## config.mk

```make
export PLATFORM = sky130hd
export DESIGN_NAME = core_bringup_seq
export DESIGN_NICKNAME = d
export VERILOG_FILES = /design/src/rtl/bringup_pkg.sv /design/src/rtl/bringup_script.sv /design/src/rtl/bringup_frame_cnt.sv /design/src/rtl/core_bringup_seq.sv
export SDC_FILE = /design/constraint.sdc
export NUM_CORES = 1
export LEC_CHECK = 0
export BUFFER_PORTS_ARGS = -buffer_cell sky130_fd_sc_hd__buf_4
export CAP_MARGIN = 5
export CORE_ASPECT_RATIO = 1.4
export CORE_MARGIN = 1.5
export CORE_UTILIZATION = 50
export DETAILED_ROUTE_END_ITERATION = 12
export PLACE_DENSITY = 0.73
export SYNTH_ARGS = -nofsm -noshare
export SYNTH_HDL_FRONTEND = slang
export SYNTH_SLANG_ARGS = --single-unit
export TNS_END_PERCENT = 5
```

## constraint.sdc

```tcl
create_clock -name clk -period 3.2 [get_ports clk]
set_clock_uncertainty 0.05 [all_clocks]
set_input_delay 0.16 -clock clk [delete_from_list [all_inputs] [get_ports clk]]
set_output_delay 0.16 -clock clk [all_outputs]
set_load 0.1 [all_outputs]
```

## src/rtl/bringup_pkg.sv

```systemverilog
// Shared types and script constants for the bring-up sequencer.
// Assumes 8-bit addresses and data on the core's write port.
package bringup_pkg;
    localparam int AW = 8;
    localparam int DW = 8;

    localparam logic [AW-1:0] UNLOCK_ADDR_A = 8'h04;
    localparam logic [DW-1:0] UNLOCK_KEY_A  = 8'hA0;
    localparam logic [AW-1:0] UNLOCK_ADDR_B = 8'h05;
    localparam logic [DW-1:0] UNLOCK_KEY_B  = 8'h01;
    localparam logic [AW-1:0] RESYNC_ADDR   = 8'h06;
    localparam logic [DW-1:0] RESYNC_BIT    = 8'h02;
    localparam logic [DW-1:0] CH_OUT_EN     = 8'h01;
    localparam logic [DW-1:0] CH_ALARM_SET  = 8'h02;

    typedef enum logic [1:0] {
        ST_IDLE  = 2'd0,
        ST_WRITE = 2'd1,
        ST_WAIT  = 2'd2,
        ST_DONE  = 2'd3
    } seq_state_e;

    typedef struct packed {
        logic [AW-1:0] addr;
        logic [DW-1:0] data;
        logic          wait_after;
    } step_t;
endpackage

```

## src/rtl/bringup_script.sv

```systemverilog
// Combinational script store: maps a step index to the write it performs
// and whether a frame wait follows it. Assumes idx < 3 + 3*NUM_CH.
module bringup_script
    import bringup_pkg::*;
#(
    parameter int NUM_CH    = 4,
    parameter int CH_BASE   = 32'h20,
    parameter int CH_STRIDE = 32'h18,
    parameter int IDX_W     = 4
) (
    input  logic [IDX_W-1:0] idx,
    output step_t            step
);
    localparam int EN_END    = 2 + NUM_CH;
    localparam int ALARM_END = 2 + 2 * NUM_CH;

    // Decode the step index into address, data and wait flag.
    always_comb begin
        int i;
        int ch;
        i    = int'(idx);
        ch   = 0;
        step = '0;
        if (i == 0) begin
            step.addr = UNLOCK_ADDR_A;
            step.data = UNLOCK_KEY_A;
        end else if (i == 1) begin
            step.addr = UNLOCK_ADDR_B;
            step.data = UNLOCK_KEY_B;
        end else if (i < EN_END) begin
            ch        = i - 2;
            step.addr = AW'(CH_BASE + ch * CH_STRIDE);
            step.data = CH_OUT_EN;
        end else if (i < ALARM_END) begin
            ch              = i - EN_END;
            step.addr       = AW'(CH_BASE + ch * CH_STRIDE);
            step.data       = CH_OUT_EN | CH_ALARM_SET;
            step.wait_after = (ch == NUM_CH - 1);
        end else if (i == ALARM_END) begin
            step.addr       = RESYNC_ADDR;
            step.data       = RESYNC_BIT;
            step.wait_after = 1'b1;
        end else begin
            ch        = i - ALARM_END - 1;
            step.addr = AW'(CH_BASE + ch * CH_STRIDE);
            step.data = CH_OUT_EN;
        end
    end
endmodule

```

## src/rtl/bringup_frame_cnt.sv

```systemverilog
// Frame counter: counts rising edges of frame_pulse only while in_wait
// is high and flags the edge that completes WAIT_FRAMES frames.
// Assumes in_wait drops in the cycle after reached.
module bringup_frame_cnt #(
    parameter int WAIT_FRAMES = 4
) (
    input  logic clk,
    input  logic rst_n,
    input  logic frame_pulse,
    input  logic in_wait,
    output logic reached
);
    localparam int CNT_W = $clog2(WAIT_FRAMES + 1);

    logic             fp_q;
    logic [CNT_W-1:0] cnt_q;
    logic             rise;

    assign rise    = frame_pulse & ~fp_q;
    assign reached = in_wait & rise & (cnt_q == CNT_W'(WAIT_FRAMES - 1));

    // Remember the previous frame_pulse level for edge detection.
    always_ff @(posedge clk) begin
        if (!rst_n) fp_q <= 1'b0;
        else        fp_q <= frame_pulse;
    end

    // Count edges inside a wait; clear outside it and on completion.
    always_ff @(posedge clk) begin
        if (!rst_n || !in_wait || reached) cnt_q <= '0;
        else if (rise)                     cnt_q <= cnt_q + 1'b1;
    end


    cnt_bound_chk: assert property (@(posedge clk) disable iff (!rst_n)
        cnt_q < CNT_W'(WAIT_FRAMES));


    no_count_outside_wait_chk: assert property (@(posedge clk) disable iff (!rst_n)
        !in_wait |=> (cnt_q == '0));
endmodule

```

## src/rtl/core_bringup_seq.sv

```systemverilog
// Bring-up sequencer top: after core_ready, steps through the fixed script
// of writes on a valid/ready port, pausing for frame counts where the
// script asks, then raises a sticky done. Synchronous active-low reset.
module core_bringup_seq
    import bringup_pkg::*;
#(
    parameter int NUM_CH      = 4,
    parameter int CH_BASE     = 32'h20,
    parameter int CH_STRIDE   = 32'h18,
    parameter int WAIT_FRAMES = 4
) (
    input  logic          clk,
    input  logic          rst_n,
    input  logic          core_ready,
    input  logic          frame_pulse,
    output logic          wr_valid,
    output logic [AW-1:0] wr_addr,
    output logic [DW-1:0] wr_data,
    input  logic          wr_ready,
    output logic          done
);
    localparam int NUM_STEPS = 3 + 3 * NUM_CH;
    localparam int IDX_W     = $clog2(NUM_STEPS + 1);

    seq_state_e       state_q;
    logic [IDX_W-1:0] idx_q;
    step_t            step;
    logic             frames_reached;

    bringup_script #(
        .NUM_CH    (NUM_CH),
        .CH_BASE   (CH_BASE),
        .CH_STRIDE (CH_STRIDE),
        .IDX_W     (IDX_W)
    ) u_script (
        .idx  (idx_q),
        .step (step)
    );

    bringup_frame_cnt #(
        .WAIT_FRAMES (WAIT_FRAMES)
    ) u_frames (
        .clk         (clk),
        .rst_n       (rst_n),
        .frame_pulse (frame_pulse),
        .in_wait     (state_q == ST_WAIT),
        .reached     (frames_reached)
    );

    assign wr_valid = (state_q == ST_WRITE);
    assign wr_addr  = step.addr;
    assign wr_data  = step.data;
    assign done     = (state_q == ST_DONE);

    // Script walker: advance on each accepted write, pause for frame waits.
    always_ff @(posedge clk) begin
        if (!rst_n) begin
            state_q <= ST_IDLE;
            idx_q   <= '0;
        end else begin
            case (state_q)
                ST_IDLE:  if (core_ready) state_q <= ST_WRITE;
                ST_WRITE: if (wr_ready) begin
                    if (idx_q == IDX_W'(NUM_STEPS - 1)) begin
                        state_q <= ST_DONE;
                    end else begin
                        idx_q <= idx_q + 1'b1;
                        if (step.wait_after) state_q <= ST_WAIT;
                    end
                end
                ST_WAIT:  if (frames_reached) state_q <= ST_WRITE;
                default:  state_q <= ST_DONE;
            endcase
        end
    end


    reset_idle_chk: assert property (@(posedge clk)
        !rst_n |=> (!wr_valid && !done));


    wait_core_ready_chk: assert property (@(posedge clk) disable iff (!rst_n)
        (state_q == ST_IDLE && !core_ready) |=> !wr_valid);


    wait_holds_chk: assert property (@(posedge clk) disable iff (!rst_n)
        (state_q == ST_WAIT && !frames_reached) |=> (state_q == ST_WAIT));


    write_hold_chk: assert property (@(posedge clk) disable iff (!rst_n)
        (wr_valid && !wr_ready) |=> (wr_valid && $stable(wr_addr) && $stable(wr_data)));


    done_sticky_chk: assert property (@(posedge clk) disable iff (!rst_n)
        done |=> done);


    done_quiet_chk: assert property (@(posedge clk) disable iff (!rst_n)
        done |-> !wr_valid);
endmodule

```

==> results of run 1 <==
[routing by layer]
metal,wire [um],share of wire,GRT usage,vias up
li1,-,-,-,573
met3,56,0.018,0.0139,8
met1,1220,0.39,0.231,547
met5,0,0,0,-
met4,81,0.026,0.118,0
met2,1760,0.56,0.404,21
[flip-flops by register name, indices dropped and copies added (netlist names)]
register	cells
idx_q	4
u_frames.cnt_q	3
state_q	2
u_frames.fp_q	1
[logic make-up after synthesis]
logic type | Yosys count | share of synthesized area
AO/OA/AOI/OAI | 22 | 0.133
XOR/XNOR | 19 | 0.139
adder cells (fa/ha/maj) | 29 | 0.285
buffers and inverters | 30 | 0.117
flip-flops | 10 | 0.148
multiplexers | 1 | 0.00741
other | 1 | 0.00278
AND/OR/NAND/NOR | 42 | 0.168
[worst max path at each step]
stage,startpoint,end,cells after the start
after floorplan,idx_q[1],wr_addr[7],16
after global placement,idx_q[1],wr_addr[7],17
after detailed placement,idx_q[2],wr_addr[7],17
after CTS,idx_q[2],wr_addr[7],17
after global routing,idx_q[2],wr_addr[7],17
final,idx_q[2],wr_addr[7],17
[critical path, delay by kind of cell, from the launching register on]
family	cells	cell delay (ns)
buffers and inverters	6	0.42
flip-flops	1	0.33
adder cells (fa/ha/maj)	5	1.35
XOR/XNOR	4	0.70
AO/OA/AOI/OAI	2	0.42
[placed cells by master (no fill, tap or decap), drive strengths merged]
cell,n
nor2b,4
nor2,11
or2,1
xor2,1
clkbuf,3
a21boi,2
buf,41
o21a,2
a211oi,5
nand4,1
fa,3
or4b,1
a31oi,1
conb,4
o221a,1
ha,26
nor4b,1
dfxtp,10
a21oi,6
inv,21
a221oi,2
and2,7
nand2,6
o21ai,3
xnor2,17
nor3b,1
nand2b,2
mux2i,1
nand3,3
xnor3,1
nor3,4
[per-stage QoR]
stage	hold slack, ns	area [um^2]	total power, mW	setup WS, ns
after floorplan	0.228	1400	0.462	-0.855
after global placement	0.321	1660	0.530	-0.347
after detailed placement	0.333	1660	0.541	-0.460
after CTS	0.0590	1780	0.653	-0.493
after global routing	0.0753	1800	0.697	-0.642
final	0.0643	1800	0.662	-0.502
[report_power, final]
group	leakage, nW	switching, mW	internal (mW)
Combinational	0.679	0.282	0.158
Clock	0.0138	0.0421	0.0434
Sequential	0.0825	0.00601	0.130
Total	0.776	0.330	0.332
[final cells by class]
cell class	instances	area, um^2
fillers	220	783
clock buffers	3	22.5
repair buffers	41	328
multi-input cells	117	1120
inverters	21	81.3
well taps	36	45.0
flip-flops and latches	10	203
[repair_timing]
item / in CTS / in global routing
setup endpoints to repair: 2 / 2
resized for setup: 21 / 4
pin swaps: 10 / 2
setup buffers: 1 / 0
==> metrics.txt, run 1 <==
R2R depth 9; final setup vio count 2; R2R Path End state_q[0]; Post-Route WL approximately 3100 um; Final Hold Fails 0; cts-stage hold buffer count 0; ANT nets after route 0; critical path's largest stage delay about 0.46 ns; DR DRC count 0; drt first pass iters 4; pwr dens 367 nW/um^2; cell depth of the worst hold path 2; crit path max fanout 2; CTS tree built; Synth Cell Area between 1000 and 1500 um^2; Port Buffer Count 18; Critical Path, Cell by Cell inv_2 > ha_4 > inv_2 > ha_4 > inv_4 > xnor2_2 > ha_1 > inv_2 > fa_1 > inv_1 > ha_2 > xnor2_2 > xnor2_1 > xnor3_1 > a221oi_2 > a211oi_4 > buf_12; Min-Delay Endpoint u_frames.fp_q; drt via density about 5; CP Capture Type primary output; Post-synth EDFFs 0; Max-cap violations 0; GRT Total Usage 0.220; fraction of layout instances using a drive strength above 1 0.385; die area 3030 um^2; DR WL/cell roughly 14 um; final period utilization 1.16; initial antenna violation count 0; Post-Place Cells around 220; number of synthesis warnings 0; synthesized flop and latch total 10; via count around 1100; CTS Buffer Depth 2; Slowest-stage cell, CP fa_1; Seq/Total Area, Yosys 0.148; RSZ-0062 raised after global routing true; post-detail-place hpwl between 2000 and 2500 um; Lkg Pwr 0.776 nW; Final WS setup -0.502 ns; syn avg cell area between 8 and 9 um^2; GPL Wtd Cong just under 0.9; Max Transition Viols Final 0; Initial Utilization 0.522; hold crit path type input pin to flop; most common flop cell mapped by yosys dfxtp_1; vias in the first global route about 1200; pin count of the biggest net entering global routing 12; critical path class flop to primary output; Synth area leaders ha_1, dfxtp_1, xnor2_1; Netlist cell types 37; Critical Path RT between 2 and 3 ns; core region area around 2600 um^2; Die W 46.9 um; Die Span Y ~64 um; nets 228; Area Overhead vs Synth 33.6%; # rows 22; 1st-iter DRT viols 15; fin util 0.697; violated checks negative setup slack; most frequent cells after synthesis ha_1, inv_1, xnor2_1; Final Critical Period 3.70 ns; synthesized instance count 154; kind of start point of the critical path flop; Worst R2R Start idx_q[2]; worst-skew pair later-pin latency around 0.26 ns; CTS Sinks 10; IO Count 23; first-pass GRT wire length between 4000 and 5000 um; count leader, synth ha_1; clock-pin slew on the worst setup and hold paths 0.06 ns; clock root buffer clkbuf_4; FF-to-FF setup slack about 0.90 ns; worst path arrival time ~3.5 ns; Post-Layout Cell Count between 200 and 250; Num CTS Buffers 3; hold_sp frame_pulse; GR Overflow Total 0; n_diodes 0; Max IR drop VDD approximately 280 uV; Synth top area share 0.241; Synth area leader ha_1; status complete, but fails checks; fmax approximately 0.27 GHz; H-tree depth 1; CP most frequent cell inv_2; Fin Setup TNS -0.807 ns; async set-reset flop share out of synthesis 0
Power figures use the tool's default switching activity.
==> inputs of run 2 (changes only) <==
--- a/config.mk
+++ b/config.mk
@@ -7,11 +7,11 @@
 export LEC_CHECK = 0
 export BUFFER_PORTS_ARGS = -buffer_cell sky130_fd_sc_hd__buf_4
 export CAP_MARGIN = 5
-export CORE_ASPECT_RATIO = 1.4
+export CORE_ASPECT_RATIO = 0.75
 export CORE_MARGIN = 1.5
-export CORE_UTILIZATION = 50
+export CORE_UTILIZATION = 30
 export DETAILED_ROUTE_END_ITERATION = 12
-export PLACE_DENSITY = 0.73
+export PLACE_DENSITY = 0.48
 export SYNTH_ARGS = -nofsm -noshare
 export SYNTH_HDL_FRONTEND = slang
 export SYNTH_SLANG_ARGS = --single-unit
==> metrics.txt, run 2 (synthesized netlist as in run 1, its figures left out) <==
core region area 4180 um^2 (+62%); pwr dens 393 nW/um^2 (+7.2%); Lkg Pwr 0.785 nW (+1.2%); fin util 0.441 (-0.256); total setup buffers inserted after CTS 0 (-1); ANT nets after route 0 (unchanged); hold crit path type input pin to flop; Post-Layout Inst Area 1840 um^2 (+2.2%); clock-pin slew on the worst setup and hold paths 0.05 ns (about the same); CTS Buffer Depth 2 (unchanged); initial antenna violation count 0 (unchanged); violated checks negative setup slack; area of placed instances 1690 um^2 (+1.9%); Critical Path RT 2.99 ns (about the same); Initial Utilization 0.323 (-0.199); Final Hold Fails 0 (unchanged); GRT Total Usage 0.131 (-0.0891); CTS Sinks 10 (unchanged); RSZ-0062 raised after global routing true; Max IR drop VDD 174 uV (-39%); Area Overhead vs Synth 36.6%; critical path class flop to primary output; total power 0.725 mW (+9.6%); commonest non-fill, non-tap cell in the layout buf_4; drt first pass iters 4 (unchanged); Die Span Y 61.1 um (-5.2%); 1st-iter DRT viols 53 (+38); CP most frequent cell ha_1; Final WS setup -0.460 ns (+0.0419 ns); DR DRC count 0 (unchanged); Critical Path, Cell by Cell buf_8 > ha_1 > inv_1 > ha_1 > ha_1 > inv_1 > fa_1 > inv_1 > ha_1 > xnor2_1 > xnor2_1 > xnor2_1 > a221oi_2 > a211oi_4 > buf_12; nets 228 (unchanged); pin count of the biggest net entering global routing 12 (unchanged); DR WL/cell 11.9 um (-13%); kind of start point of the critical path flop; final period utilization 1.14 (-0.0131); Post-Place Cells 244 (+8.9%); drt via density 4.44 (-12%); top flop regs idx_q (4), u_frames.cnt_q (3), state_q (2); Top reg by flops idx_q; CP Capture Type primary output; max reg flops 4 (unchanged); status complete, but fails checks; # rows 20 (-9.1%); cts-stage hold buffer count 0 (unchanged); Die W 80.5 um (+72%); CTS tree built; n_diodes 0 (unchanged); first-pass GRT wire length 4890 um (-0.69%); clock root buffer clkbuf_8; die area 4920 um^2 (+62%); via count 1100 (-4.3%); crit path max fanout 11 (+9); Fin Setup TNS -0.586 ns (+0.221 ns); vias in the first global route 1006 (-17%); H-tree depth 1 (unchanged); Slowest-stage cell, CP fa_1; critical path's largest stage delay 0.52 ns (+0.06 ns); worst path arrival time 3.45 ns (-0.04 ns); GPL Wtd Cong 0.794 (-11%); final setup vio count 2 (unchanged); GR Overflow Total 0 (unchanged); Port Buffer Count 18 (unchanged); worst-skew pair later-pin latency 0.24 ns (-0.02 ns); Num CTS Buffers 3 (unchanged); Max Transition Viols Final 0 (unchanged); Final Critical Period 3.66 ns (-0.0419 ns); fmax 0.273 GHz (+1.1%); fraction of layout instances using a drive strength above 1 0.363 (-0.0227); Max-cap violations 0 (unchanged); post-detail-place hpwl 2390 um (-0.91%); commonest non-fill, non-tap cells in the layout buf_4, ha_1, inv_1; Post-Route WL 2940 um (-5.6%); IO Count 23 (unchanged); Post-Layout Cell Count 248 (+8.8%)
==> run 2: changes by cell type in the layout (fill, tap and decap cells not counted), sizes merged <==
cell	delta
clkbuf	+1
==> run 2: final timing paths <==
kind | start | to | slack (ns) | depth (start not counted)
max | idx_q[1] | wr_addr[7] | -0.46 | 15
min | frame_pulse | u_frames.fp_q | 0.08 | 2
max reg2reg | idx_q[1] | state_q[1] | 0.94 | 10
min reg2reg | u_frames.cnt_q[2] | u_frames.cnt_q[2] | 0.44 | 2
==> run 2: through the flow <==
stage,setup WS [ns],hold WS (ns)
5_1_grt,-0.639,0.0957
6_report,-0.460,0.0783
3_3_place_gp,-0.366,0.322
4_1_cts,-0.458,0.0752
3_5_place_dp,-0.436,0.324
2_1_floorplan,-0.855,0.228
==> run 2: area by class of cell <==
| type | instances | area (um^2) |
|---|---|---|
| Clock buffer | 4 | 55.1 |
| Fill cell | 394 | 2330 |
| Tap cell | 55 | 68.8 |
| Multi-Input combinational cell | 117 | 1100 |
| Sequential cell | 10 | 203 |
| Inverter | 21 | 81.3 |
| Timing Repair Buffer | 41 | 332 |
==> run 2: layer usage <==
metal | global-route usage | vias up | share of wire
li1 | - | 575 | -
met1 | 0.206 | 508 | 0.55
met2 | 0.192 | 17 | 0.43
met3 | 0.0222 | 0 | 0.023
met4 | 0.0148 | 0 | 0
met5 | 0 | - | 0
==> run 2: repair_timing <==
item / in CTS / in global routing
resized for setup: 18 / 3
pin swaps: 11 / 3
setup endpoints to repair: 2 / 2
==> run 2: where the power goes <==
part           internal, mW  switching, mW
Sequential            0.131        0.00571
Combinational         0.153          0.274
Clock                 0.108         0.0533
Total                 0.393          0.333
==> run 2: critical path, delay by kind of cell (launching register included) <==
family / cells / cell delay [ns]
AOI/OAI and AO/OA: 2 / 0.38
adders and majority gates: 5 / 1.48
buffers and inverters: 5 / 0.48
DFF: 1 / 0.35
xor gates and xnor gates: 3 / 0.53
==> inputs of run 3 (changes only) <==
--- a/config.mk
+++ b/config.mk
@@ -7,11 +7,12 @@
 export LEC_CHECK = 0
 export BUFFER_PORTS_ARGS = -buffer_cell sky130_fd_sc_hd__buf_4
 export CAP_MARGIN = 5
-export CORE_ASPECT_RATIO = 0.75
+export CORE_ASPECT_RATIO = 0.7
 export CORE_MARGIN = 1.5
 export CORE_UTILIZATION = 30
 export DETAILED_ROUTE_END_ITERATION = 12
 export PLACE_DENSITY = 0.48
+export RECOVER_POWER = 25
 export SYNTH_ARGS = -nofsm -noshare
 export SYNTH_HDL_FRONTEND = slang
 export SYNTH_SLANG_ARGS = --single-unit
==> metrics.txt, run 3 (synthesized netlist as in run 1, its figures left out) <==
R2R depth 10 (unchanged); CTS Sinks 10 (unchanged); first-pass GRT wire length 5480 um (+12%); Slowest-stage cell, CP fa_1; Final WS setup -0.407 ns (+0.0526 ns); Num CTS Buffers 3 (unchanged); hold slack final 0.0836 ns (+0.00524 ns); delay-heaviest family, CP adder cells; Max Transition Viols Final 0 (unchanged); DR WL/cell 12.4 um (+4.4%); drt first pass iters 4 (unchanged); fraction of layout instances using a drive strength above 1 0.385 (+0.0223); GPL Wtd Cong 0.778 (-2.0%); max reg flops 4 (unchanged); pwr dens 385 nW/um^2 (-2.2%); critical path class flop to primary output; worst-skew pair later-pin latency 0.24 ns (about the same); worst path arrival time 3.40 ns (-0.05 ns); n_diodes 0 (unchanged); CTS Buffer Depth 2 (unchanged); GR Overflow Total 0 (unchanged); final period utilization 1.13 (-0.0164); Max-cap violations 0 (unchanged); via count 1150 (+4.5%); Crit. path cell count 17 (+2); kind of start point of the critical path flop; top flop regs idx_q (4), u_frames.cnt_q (3), state_q (2); commonest non-fill, non-tap cells in the layout buf_4, ha_1, inv_1; nets 235 (+3.1%); Port Buffer Count 18 (unchanged); Area Overhead vs Synth 40.3%; cell depth of the worst hold path 2 (unchanged); Post-Layout Inst Area 1890 um^2 (+2.7%); Post-Route WL 3160 um (+7.3%); Critical Path RT 2.99 ns (about the same); violated checks negative setup slack; H-tree depth 1 (unchanged); Die W 83.2 um (+3.4%); Post-Place Cells 244 (unchanged); Max Used Layer met4; crit path max fanout 3 (-8); WP buf/inv 6 (+1); initial antenna violation count 0 (unchanged); commonest non-fill, non-tap cell in the layout buf_4; GRT Total Usage 0.143 (+0.0115); total power 0.729 mW (+0.47%); hold crit path type input pin to flop; clock root buffer clkbuf_8; CP most frequent cell inv_2; DR WL met3 143 um (+110%); area of placed instances 1690 um^2 (unchanged); Initial Utilization 0.312 (-0.0112); critical path's largest stage delay 0.47 ns (-0.05 ns); RSZ-0062 raised after global routing true; 1st-iter DRT viols 48 (-9.4%); Final Hold Fails 0 (unchanged); ANT nets after route 0 (unchanged); met1 wire length 1590 um (-0.87%); met2 WL 1410 um (+11%); status complete, but fails checks; DR DRC count 0 (unchanged); vias in the first global route 1157 (+15%); fmax 0.277 GHz (+1.5%); CP Capture Type primary output; final setup vio count 2 (unchanged); die area 4920 um^2 (about the same); post-detail-place hpwl 2430 um (+1.5%); relative slew slack 0.229; clock-pin slew on the worst setup and hold paths 0.05 ns (about the same); drt via density 4.51 (+1.7%); Post-Layout Cell Count 255 (+2.8%); # rows 20 (unchanged); CTS tree built; Slew @ Worst Pin approximately 1.2 ns; cts-stage hold buffer count 0 (unchanged); core region area 4330 um^2 (+3.6%); Die Span Y 59.1 um (-3.2%); Top reg by flops idx_q; Lkg Pwr 0.804 nW (+2.3%); Max IR drop VDD 270 uV (+55%); Final Critical Period 3.61 ns (-0.0526 ns); Critical Path, Cell by Cell inv_2 > ha_4 > inv_2 > ha_4 > inv_4 > xnor2_2 > ha_1 > inv_2 > fa_1 > inv_1 > ha_2 > xnor2_2 > xnor2_1 > xnor3_1 > a221oi_2 > a211oi_4 > buf_12; IO Count 23 (unchanged); Fin Setup TNS -0.418 ns (+0.168 ns); pin count of the biggest net entering global routing 10 (-2)
run 3: power breakdown:
group	leakage, nW	total (mW)	internal (mW)	switching, mW
registers	0.0825	0.136	0.131	0.00555
logic	0.692	0.432	0.155	0.278
clock network	0.0288	0.160	0.108	0.0518
total	0.804	0.729	0.394	0.335
run 3: final cells by class:
cell class	instances	area [um^2]
Timing Repair Buffer	48	367
Fill cell	441	2430
Clock buffer	4	55.1
Inverter	21	81.3
Tap cell	55	68.8
Multi-Input combinational cell	117	1120
Sequential cell	10	203
run 3: final timing paths:
path	endpoint	slack, ns	startpoint
hold reg to reg	u_frames.cnt_q[2]	0.45	u_frames.cnt_q[2]
hold / removal	u_frames.fp_q	0.08	frame_pulse
setup / recovery	wr_addr[7]	-0.41	idx_q[1]
setup reg to reg	state_q[1]	1.04	idx_q[1]
run 3: per-stage QoR:
stage / utilization / setup WS (ns)
2_1_floorplan: - / -0.855
3_3_place_gp: 0.391 / -0.359
3_5_place_dp: 0.391 / -0.424
4_1_cts: 0.438 / -0.425
5_1_grt: 0.438 / -0.549
6_report: 0.438 / -0.407
run 3: repair_timing:
| action | CTS | global route |
|---|---|---|
| setup buffers | 6 | 0 |
| endpoints found under the setup margin | 2 | 2 |
| gates resized for setup | 22 | 1 |
| gates cloned | 1 | 0 |
| pin swaps | 11 | 0 |
run 3: per-layer routing:
metal  track usage  up-vias
met1         0.199      531
met3        0.0279        3
li1              -      589
met5             0        -
met4        0.0238        0
met2         0.235       27
